--- src/rtl/ecc_stats_pkg.sv ---
// Package: ecc_stats_pkg
// Shared defaults for the ECC statistics block. The layout gives each bank
// one slot of FIELD_W count bits plus one flag bit, packed from bit 0 upward.
package ecc_stats_pkg;
    localparam int DEF_NUM_BANKS = 2;
    localparam int DEF_CNT_IN_W  = 8;
    localparam int DEF_FIELD_W   = 7;
    localparam int DEF_STATUS_W  = 32;

    // Width of one bank slot in the status word
    function automatic int slot_width(input int field_w);
        return field_w + 1;
    endfunction
endpackage

--- src/rtl/ecc_count_sat.sv ---
// Module: ecc_count_sat
// Fits a raw per-sector error count into the status field width by clamping
// at the largest representable value. Purely combinational.
// Assumes: OUT_W >= 1. When IN_W <= OUT_W the count is zero-extended.
module ecc_count_sat #(
    parameter int IN_W  = 8,
    parameter int OUT_W = 7
) (
    input  logic [IN_W-1:0]  raw_i,
    output logic [OUT_W-1:0] sat_o
);
    generate
        if (IN_W > OUT_W) begin : g_clip
            localparam logic [IN_W-1:0] LIMIT = {{(IN_W-OUT_W){1'b0}}, {OUT_W{1'b1}}};
            // Clamp values above the field range to all ones
            always_comb begin
                if (raw_i > LIMIT) sat_o = {OUT_W{1'b1}};
                else               sat_o = raw_i[OUT_W-1:0];
            end
        end else if (IN_W == OUT_W) begin : g_same
            assign sat_o = raw_i;
        end else begin : g_pad
            assign sat_o = {{(OUT_W-IN_W){1'b0}}, raw_i};
        end
    endgenerate
endmodule

--- src/rtl/ecc_bank_tracker.sv ---
// Module: ecc_bank_tracker
// Working statistics of one bank for the running transaction: the largest
// corrected count so far and a sticky uncorrectable flag. It also offers the
// values to commit if the transaction ends this cycle.
// Assumes: hit_i is the sector strobe already decoded for this bank; a start
// in the same cycle as a hit puts that hit into the new transaction.
module ecc_bank_tracker #(
    parameter int FIELD_W = 7
) (
    input  logic               clk,
    input  logic               rst_n,
    input  logic               txn_start_i,
    input  logic               hit_i,
    input  logic [FIELD_W-1:0] cnt_i,
    input  logic               uncor_i,
    output logic [FIELD_W-1:0] work_max_o,
    output logic               work_unc_o,
    output logic [FIELD_W-1:0] commit_max_o,
    output logic               commit_unc_o
);
    logic [FIELD_W-1:0] work_max_q;
    logic               work_unc_q;
    logic [FIELD_W-1:0] base_max, next_max;
    logic               base_unc, next_unc;

    // Merge the current strobe into the (possibly restarted) working values
    always_comb begin
        base_max = txn_start_i ? '0   : work_max_q;
        base_unc = txn_start_i ? 1'b0 : work_unc_q;
        next_max = (hit_i && (cnt_i > base_max)) ? cnt_i : base_max;
        next_unc = base_unc | (hit_i & uncor_i);
    end

    // Working state register
    always_ff @(posedge clk) begin
        if (!rst_n) begin
            work_max_q <= '0;
            work_unc_q <= 1'b0;
        end else begin
            work_max_q <= next_max;
            work_unc_q <= next_unc;
        end
    end

    // Commit view: a start-cycle strobe is excluded from the old transaction
    assign commit_max_o = txn_start_i ? work_max_q : next_max;
    assign commit_unc_o = txn_start_i ? work_unc_q : next_unc;
    assign work_max_o   = work_max_q;
    assign work_unc_o   = work_unc_q;

    // within a transaction the working maximum never falls
    p_running_max_r4: assert property (@(posedge clk) disable iff (!rst_n)
        !txn_start_i |=> (work_max_q >= $past(work_max_q)));

    // the uncorrectable flag stays set until a start
    p_sticky_unc_r7: assert property (@(posedge clk) disable iff (!rst_n)
        (!txn_start_i && work_unc_q) |=> work_unc_q);

    // a start without a strobe leaves the bank cleared
    p_start_clear_r5: assert property (@(posedge clk) disable iff (!rst_n)
        (txn_start_i && !hit_i) |=> (work_max_q == '0 && !work_unc_q));
endmodule

--- src/rtl/ecc_status_commit.sv ---
// Module: ecc_status_commit
// Holds the committed per-bank statistics, packs them into the status word
// and issues the uncorrectable interrupt pulse.
// Assumes: commit_* inputs already contain any same-cycle strobe that
// belongs to the finishing transaction; work_unc_i is the registered flag.
module ecc_status_commit #(
    parameter int NUM_BANKS = 2,
    parameter int FIELD_W   = 7,
    parameter int STATUS_W  = 32
) (
    input  logic                         clk,
    input  logic                         rst_n,
    input  logic                         txn_start_i,
    input  logic                         txn_done_i,
    input  logic                         sec_valid_i,
    input  logic                         sec_uncor_i,
    input  logic [NUM_BANKS*FIELD_W-1:0] commit_max_i,
    input  logic [NUM_BANKS-1:0]         commit_unc_i,
    input  logic [NUM_BANKS-1:0]         work_unc_i,
    output logic [STATUS_W-1:0]          status_o,
    output logic                         uncor_irq_o
);
    localparam int SLOT_W = ecc_stats_pkg::slot_width(FIELD_W);
    localparam int USED_W = NUM_BANKS * SLOT_W;

    logic [NUM_BANKS*FIELD_W-1:0] cmax_q;
    logic [NUM_BANKS-1:0]         cunc_q;
    logic                         irq_q;
    logic                         seen_unc;
    logic                         irq_event;

    // Committed statistics: load on done, otherwise hold
    always_ff @(posedge clk) begin
        if (!rst_n) begin
            cmax_q <= '0;
            cunc_q <= '0;
        end else if (txn_done_i) begin
            cmax_q <= commit_max_i;
            cunc_q <= commit_unc_i;
        end
    end

    // First-uncorrectable detection across all banks of the transaction
    always_comb begin
        seen_unc  = (|work_unc_i) && !txn_start_i;
        irq_event = sec_valid_i && sec_uncor_i && !seen_unc;
    end

    // Interrupt pulse register
    always_ff @(posedge clk) begin
        if (!rst_n) irq_q <= 1'b0;
        else        irq_q <= irq_event;
    end

    assign uncor_irq_o = irq_q;

    // Pack each bank slot: count in the low bits, flag on top
    genvar b;
    generate
        for (b = 0; b < NUM_BANKS; b++) begin : g_slot
            assign status_o[b*SLOT_W +: FIELD_W]  = cmax_q[b*FIELD_W +: FIELD_W];
            assign status_o[b*SLOT_W + FIELD_W]   = cunc_q[b];
        end
        if (STATUS_W > USED_W) begin : g_rsvd
            assign status_o[STATUS_W-1:USED_W] = '0;
        end
    endgenerate

    // without done the visible word holds
    p_hold_r3: assert property (@(posedge clk) disable iff (!rst_n)
        !txn_done_i |=> $stable(status_o));

    // a pulse only follows an uncorrectable strobe
    p_irq_cause_r8: assert property (@(posedge clk) disable iff (!rst_n)
        uncor_irq_o |-> $past(sec_valid_i && sec_uncor_i));
endmodule

--- src/rtl/ecc_bank_stats.sv ---
// Module: ecc_bank_stats (top)
// Per-bank ECC correction statistics: clamps incoming sector counts, tracks
// a running maximum and sticky uncorrectable flag per bank, and commits them
// to a read-only status word on transaction completion.
// Assumes: start, done and sector strobes are single-cycle pulses in clk.
module ecc_bank_stats #(
    parameter int NUM_BANKS = ecc_stats_pkg::DEF_NUM_BANKS,
    parameter int CNT_IN_W  = ecc_stats_pkg::DEF_CNT_IN_W,
    parameter int FIELD_W   = ecc_stats_pkg::DEF_FIELD_W,
    parameter int STATUS_W  = ecc_stats_pkg::DEF_STATUS_W,
    localparam int BANK_W   = (NUM_BANKS > 1) ? $clog2(NUM_BANKS) : 1
) (
    input  logic                clk,
    input  logic                rst_n,
    input  logic                txn_start_i,
    input  logic                txn_done_i,
    input  logic                sec_valid_i,
    input  logic [BANK_W-1:0]   sec_bank_i,
    input  logic [CNT_IN_W-1:0] sec_errcnt_i,
    input  logic                sec_uncor_i,
    output logic [STATUS_W-1:0] status_o,
    output logic                uncor_irq_o
);
    logic [FIELD_W-1:0]           cnt_sat;
    logic [NUM_BANKS-1:0]         bank_hit;
    logic [NUM_BANKS*FIELD_W-1:0] work_max;
    logic [NUM_BANKS-1:0]         work_unc;
    logic [NUM_BANKS*FIELD_W-1:0] commit_max;
    logic [NUM_BANKS-1:0]         commit_unc;

    ecc_count_sat #(
        .IN_W  (CNT_IN_W),
        .OUT_W (FIELD_W)
    ) u_sat (
        .raw_i (sec_errcnt_i),
        .sat_o (cnt_sat)
    );

    genvar b;
    generate
        for (b = 0; b < NUM_BANKS; b++) begin : g_bank
            // Decode the strobe for this bank
            assign bank_hit[b] = sec_valid_i && (sec_bank_i == BANK_W'(b));

            ecc_bank_tracker #(
                .FIELD_W (FIELD_W)
            ) u_trk (
                .clk          (clk),
                .rst_n        (rst_n),
                .txn_start_i  (txn_start_i),
                .hit_i        (bank_hit[b]),
                .cnt_i        (cnt_sat),
                .uncor_i      (sec_uncor_i),
                .work_max_o   (work_max[b*FIELD_W +: FIELD_W]),
                .work_unc_o   (work_unc[b]),
                .commit_max_o (commit_max[b*FIELD_W +: FIELD_W]),
                .commit_unc_o (commit_unc[b])
            );
        end
    endgenerate

    ecc_status_commit #(
        .NUM_BANKS (NUM_BANKS),
        .FIELD_W   (FIELD_W),
        .STATUS_W  (STATUS_W)
    ) u_commit (
        .clk          (clk),
        .rst_n        (rst_n),
        .txn_start_i  (txn_start_i),
        .txn_done_i   (txn_done_i),
        .sec_valid_i  (sec_valid_i),
        .sec_uncor_i  (sec_uncor_i),
        .commit_max_i (commit_max),
        .commit_unc_i (commit_unc),
        .work_unc_i   (work_unc),
        .status_o     (status_o),
        .uncor_irq_o  (uncor_irq_o)
    );

    // at most one bank is selected by any strobe
    p_one_bank_r11: assert property (@(posedge clk) disable iff (!rst_n)
        $onehot0(bank_hit));

    // the clamped count never exceeds the raw count
    p_clamp_r6: assert property (@(posedge clk) disable iff (!rst_n)
        CNT_IN_W'(cnt_sat) <= sec_errcnt_i);
endmodule

--- config.mk ---
export PLATFORM = sky130hd
export DESIGN_NAME = ecc_bank_stats
export DESIGN_NICKNAME = d
export VERILOG_FILES = /design/src/rtl/ecc_stats_pkg.sv /design/src/rtl/ecc_count_sat.sv /design/src/rtl/ecc_bank_tracker.sv /design/src/rtl/ecc_status_commit.sv /design/src/rtl/ecc_bank_stats.sv
export SDC_FILE = /design/constraint.sdc
export NUM_CORES = 1
export LEC_CHECK = 0
export BUFFER_PORTS_ARGS = -buffer_cell sky130_fd_sc_hd__buf_2
export CAP_MARGIN = 20
export CORE_MARGIN = 3
export CORE_UTILIZATION = 45
export DETAILED_ROUTE_END_ITERATION = 10
export GPL_ROUTABILITY_DRIVEN = 0
export PLACE_DENSITY = 0.68
export SYNTH_ARGS = -nofsm -noshare
export SYNTH_HDL_FRONTEND = slang
export SYNTH_HIERARCHICAL = 1
export SYNTH_SLANG_ARGS = --single-unit
--- constraint.sdc ---
create_clock -name clk -period 2.9 [get_ports clk]
set_input_delay 0.58 -clock clk [delete_from_list [all_inputs] [get_ports clk]]
set_output_delay 0.58 -clock clk [all_outputs]
set_load 0.005 [all_outputs]
==> flow_summary_export.csv <==
group,metric,value,unit
outcome,status,"finished clean",
global_routing,grt_max_degree,48,
sta,slew_viol_final,0,
global_routing,antenna_found_initial,0,
global_routing,grt_pass1_wl,7090,µm
sta,rsz0062_at_grt,"no",
synth,avgSynthCellArea,9.46,µm²
final_layout,area_growth,11.7,%
die,start_util,47.3,%
synth,synth_enable_flop_cells,0,
clocking,root_buffer,"clkbuf_8",
drt,wl_per_cell,14.2,µm
hold_path,hold_class,"reg -> reg",
synth,synthTopCellsByArea,"dfxtp_1, mux2i_1, ha_1, mux2_2, nand2_1",
clocking,cts_tree,"yes",
worst_setup_path,r2r_slack,850,ps
die,die_height,74.3,µm
sta,fmax,413,MHz
global_routing,gr-total-overflow,0,
sta,relSlewSlack,51.2,%
synth,yosys.area.top_type_share,31.4,%
worst_setup_path,reg2reg_to,"u_commit/cmax_q[7]$_SDFFE_PN0P_",
worst_setup_path,cp_slowest_stage_delay,370,ps
pwr,powerDensity,475,mW/mm²
clocking,htreeDepth,2,
drt,vias_per_cell,5.15,
worst_setup_path,path_buf_inv,2,
worst_setup_path,crit_type,"in -> reg",
sta,period_needed,2420,ps
clocking,clock_latency,280,ps
placed_design,portBuffers,31,
sta,fin_setup_tns,0,ps
drt,drc_errors,0,
clocking,cts_buffers,5,
pwr,max-vdd-ir-drop,0.000318,V
worst_setup_path,crit_required,3080,ps
placed_design,placed_cell_area,0.00223,mm²
global_routing,grt_pass1_vias,1424,
sta,clock_skew,3.12,ps
drt,postRouteAntennaNets,0,
synth,synth_warnings,6,
synth,synth_top_cell_by_area,"dfxtp_1",
sta,min_period_over_period,83.4,%
die,io_pins,48,
final_layout,drive_above_1_share,25.7,%
clocking,cts_buffer_depth,2,
worst_setup_path,arrival,2600,ps
die,die-area,0.00552,mm²
synth,synth_common_cells,"nand2_1, dfxtp_1, mux2i_1, nor2b_1, buf_4",
die,die_w,74.3,µm
die,std_cell_rows,24,
clocking,holdBufCountCts,0,
final_layout,fin_nets,285,
synth,yosysSeqAreaShare,31.4,%
sta,setup-violations-final,0,
worst_setup_path,cp_slowest_cell,"mux2_2",
hold_path,worstHoldEndpoint,"g_bank[1].u_trk/work_max_o[5]$_SDFF_PN0_",
pwr,p_leak,1.07,nW
synth,ys_ff_latch,33,
synth,synth.distinct_cells,29,
worst_setup_path,rr_worst_depth,8,
sta,tightest_slew,733,ps
worst_setup_path,path_cells,"buf_2 > inv_1 > nand2_1 > ha_1 > nand4_2 > o211ai_1 > o21bai_4 > mux2_2 > mux2i_1 > nor2b_1",
sta,hold_violations,0,
drt,vias,1590,
synth,synth.cell_area,0.00210,mm²
worst_setup_path,worstSetupStartpointType,"primary input",
drt,firstDrtPassIters,4,
final_layout,diodes,0,
clocking,post_cts_resized,0,
flow_run,drv_cap,0,
hold_path,hold_path_depth,2,
drt,totalWireLength,4380,µm
final_layout,stdcell_area,0.00235,mm²
worst_setup_path,cp_max_fo,11,
synth,syn_inst,222,
worst_setup_path,cpLargestDelayFamily,"multiplexers",
clocking,cts_setup_buffers,0,
synth,synth_top_flop_cell,"dfxtp_1",
die,coreArea,0.00444,mm²
clocking,cts.reportedPaths.clkPinSlew,70,ps
placed_design,dp_hpwl,3140,µm
hold_path,hp-start,"g_bank[1].u_trk/work_max_o[5]$_SDFF_PN0_",
worst_setup_path,r2r-start,"g_bank[1].u_trk/work_max_o[4]$_SDFF_PN0_",
drt,drt-initial-drc-count,77,
global_routing,grt_usage,16.8,%
synth,yosysMostFrequentCell,"nand2_1",
worst_setup_path,cp-end-kind,"flop",
synth,async_flop_share,0,%
clocking,clock-sinks,33,
-- worst min-delay path: cells and delay by family, from the launching register on --
kind             cells  cell delay (ps)
flip-flops           1              320
multiplexers         1               60
AND/OR/NAND/NOR      1               60
-- how the worst max path moves through the flow --
stage / from / to / cells after the start
floorplan: txn_start_i / u_commit/cmax_q[10]$_SDFFE_PN0P_ / 10
global placement: txn_start_i / u_commit/cmax_q[12]$_SDFFE_PN0P_ / 10
detailed placement: txn_start_i / u_commit/cmax_q[5]$_SDFFE_PN0P_ / 10
CTS: txn_start_i / u_commit/cmax_q[7]$_SDFFE_PN0P_ / 10
global route: txn_start_i / u_commit/cmax_q[10]$_SDFFE_PN0P_ / 10
finish: txn_start_i / u_commit/cmax_q[7]$_SDFFE_PN0P_ / 10
-- per-layer routing --
metal / GRT usage, % / wire (µm) / vias to the layer above
met3: 5.00 / 215 / 5
met5: 0 / 0 / -
li1: - / - / 800
met1: 24.2 / 2260 / 738
met2: 24.3 / 1860 / 47
met4: 4.94 / 44 / 0
-- sequential cells by signal (all words and copies together), names as in the netlist --
signal                   count
g_bank.u_trk/work_max_o     14
u_commit/uncor_irq_o         1
g_bank.u_trk/work_unc_o      2
u_commit/cunc_q              2
u_commit/cmax_q             14
-- power by group --
part | switching, mW | internal [mW] | total, mW
combinational | 0.0981 | 0.0839 | 0.182
sequential | 0.0130 | 0.474 | 0.487
clock | 0.164 | 0.280 | 0.444
total | 0.275 | 0.838 | 1.11
-- through the flow --
step,hold WS (ps),utilization [%],instances,worst slack (ps),power [mW]
after floorplan,456,-,237,453,0.643
after detailed placement,484,50.2,301,207,0.677
after CTS,493,52.8,309,506,1.12
final,493,52.8,309,480,1.11
after global placement,475,50.2,301,241,0.674
after global routing,524,52.8,309,314,1.17
-- cells in the final DEF, fill, tap and decap left out, drive strengths merged --
cell | synthesis | routed
buf | 20 | 37
nand2 | 34 | 34
dfxtp | 33 | 33
mux2i | 30 | 30
nor2b | 18 | 18
conb | 1 | 16
nand3 | 14 | 14
ha | 14 | 14
mux2 | 14 | 14
a21oi | 8 | 8
or2 | 7 | 7
clkbuf | 5 | 7
inv | 4 | 4
o21bai | 4 | 4
nand3b | 2 | 2
nand4 | 2 | 2
o21ai | 2 | 2
o211ai | 2 | 2
o221a | 2 | 2
a21boi | 2 | 2
and2b | 1 | 1
and2 | 1 | 1
bufinv | 0 | 1
nor2 | 1 | 1
o2111a | 1 | 1
-- kinds of logic after synthesis --
group / Yosys count / synth area share [%]
other cells: 1 / 0.179
buf+inv: 29 / 9.89
flops: 33 / 31.4
mux: 44 / 21.8
compound gates: 21 / 8.64
simple gates: 80 / 19.7
fa+ha+maj: 14 / 8.34
-- final cells by class --
class / instances / area, µm²
Tap cell: 52 / 65.1
Timing Repair Buffer: 37 / 200
Clock inverter: 1 / 30.0
Multi-Input combinational cell: 175 / 1290
Sequential cell: 33 / 661
Fill cell: 420 / 2100
Inverter: 4 / 15.0
Clock buffer: 7 / 86.3
Power figures use the tool's default switching activity.
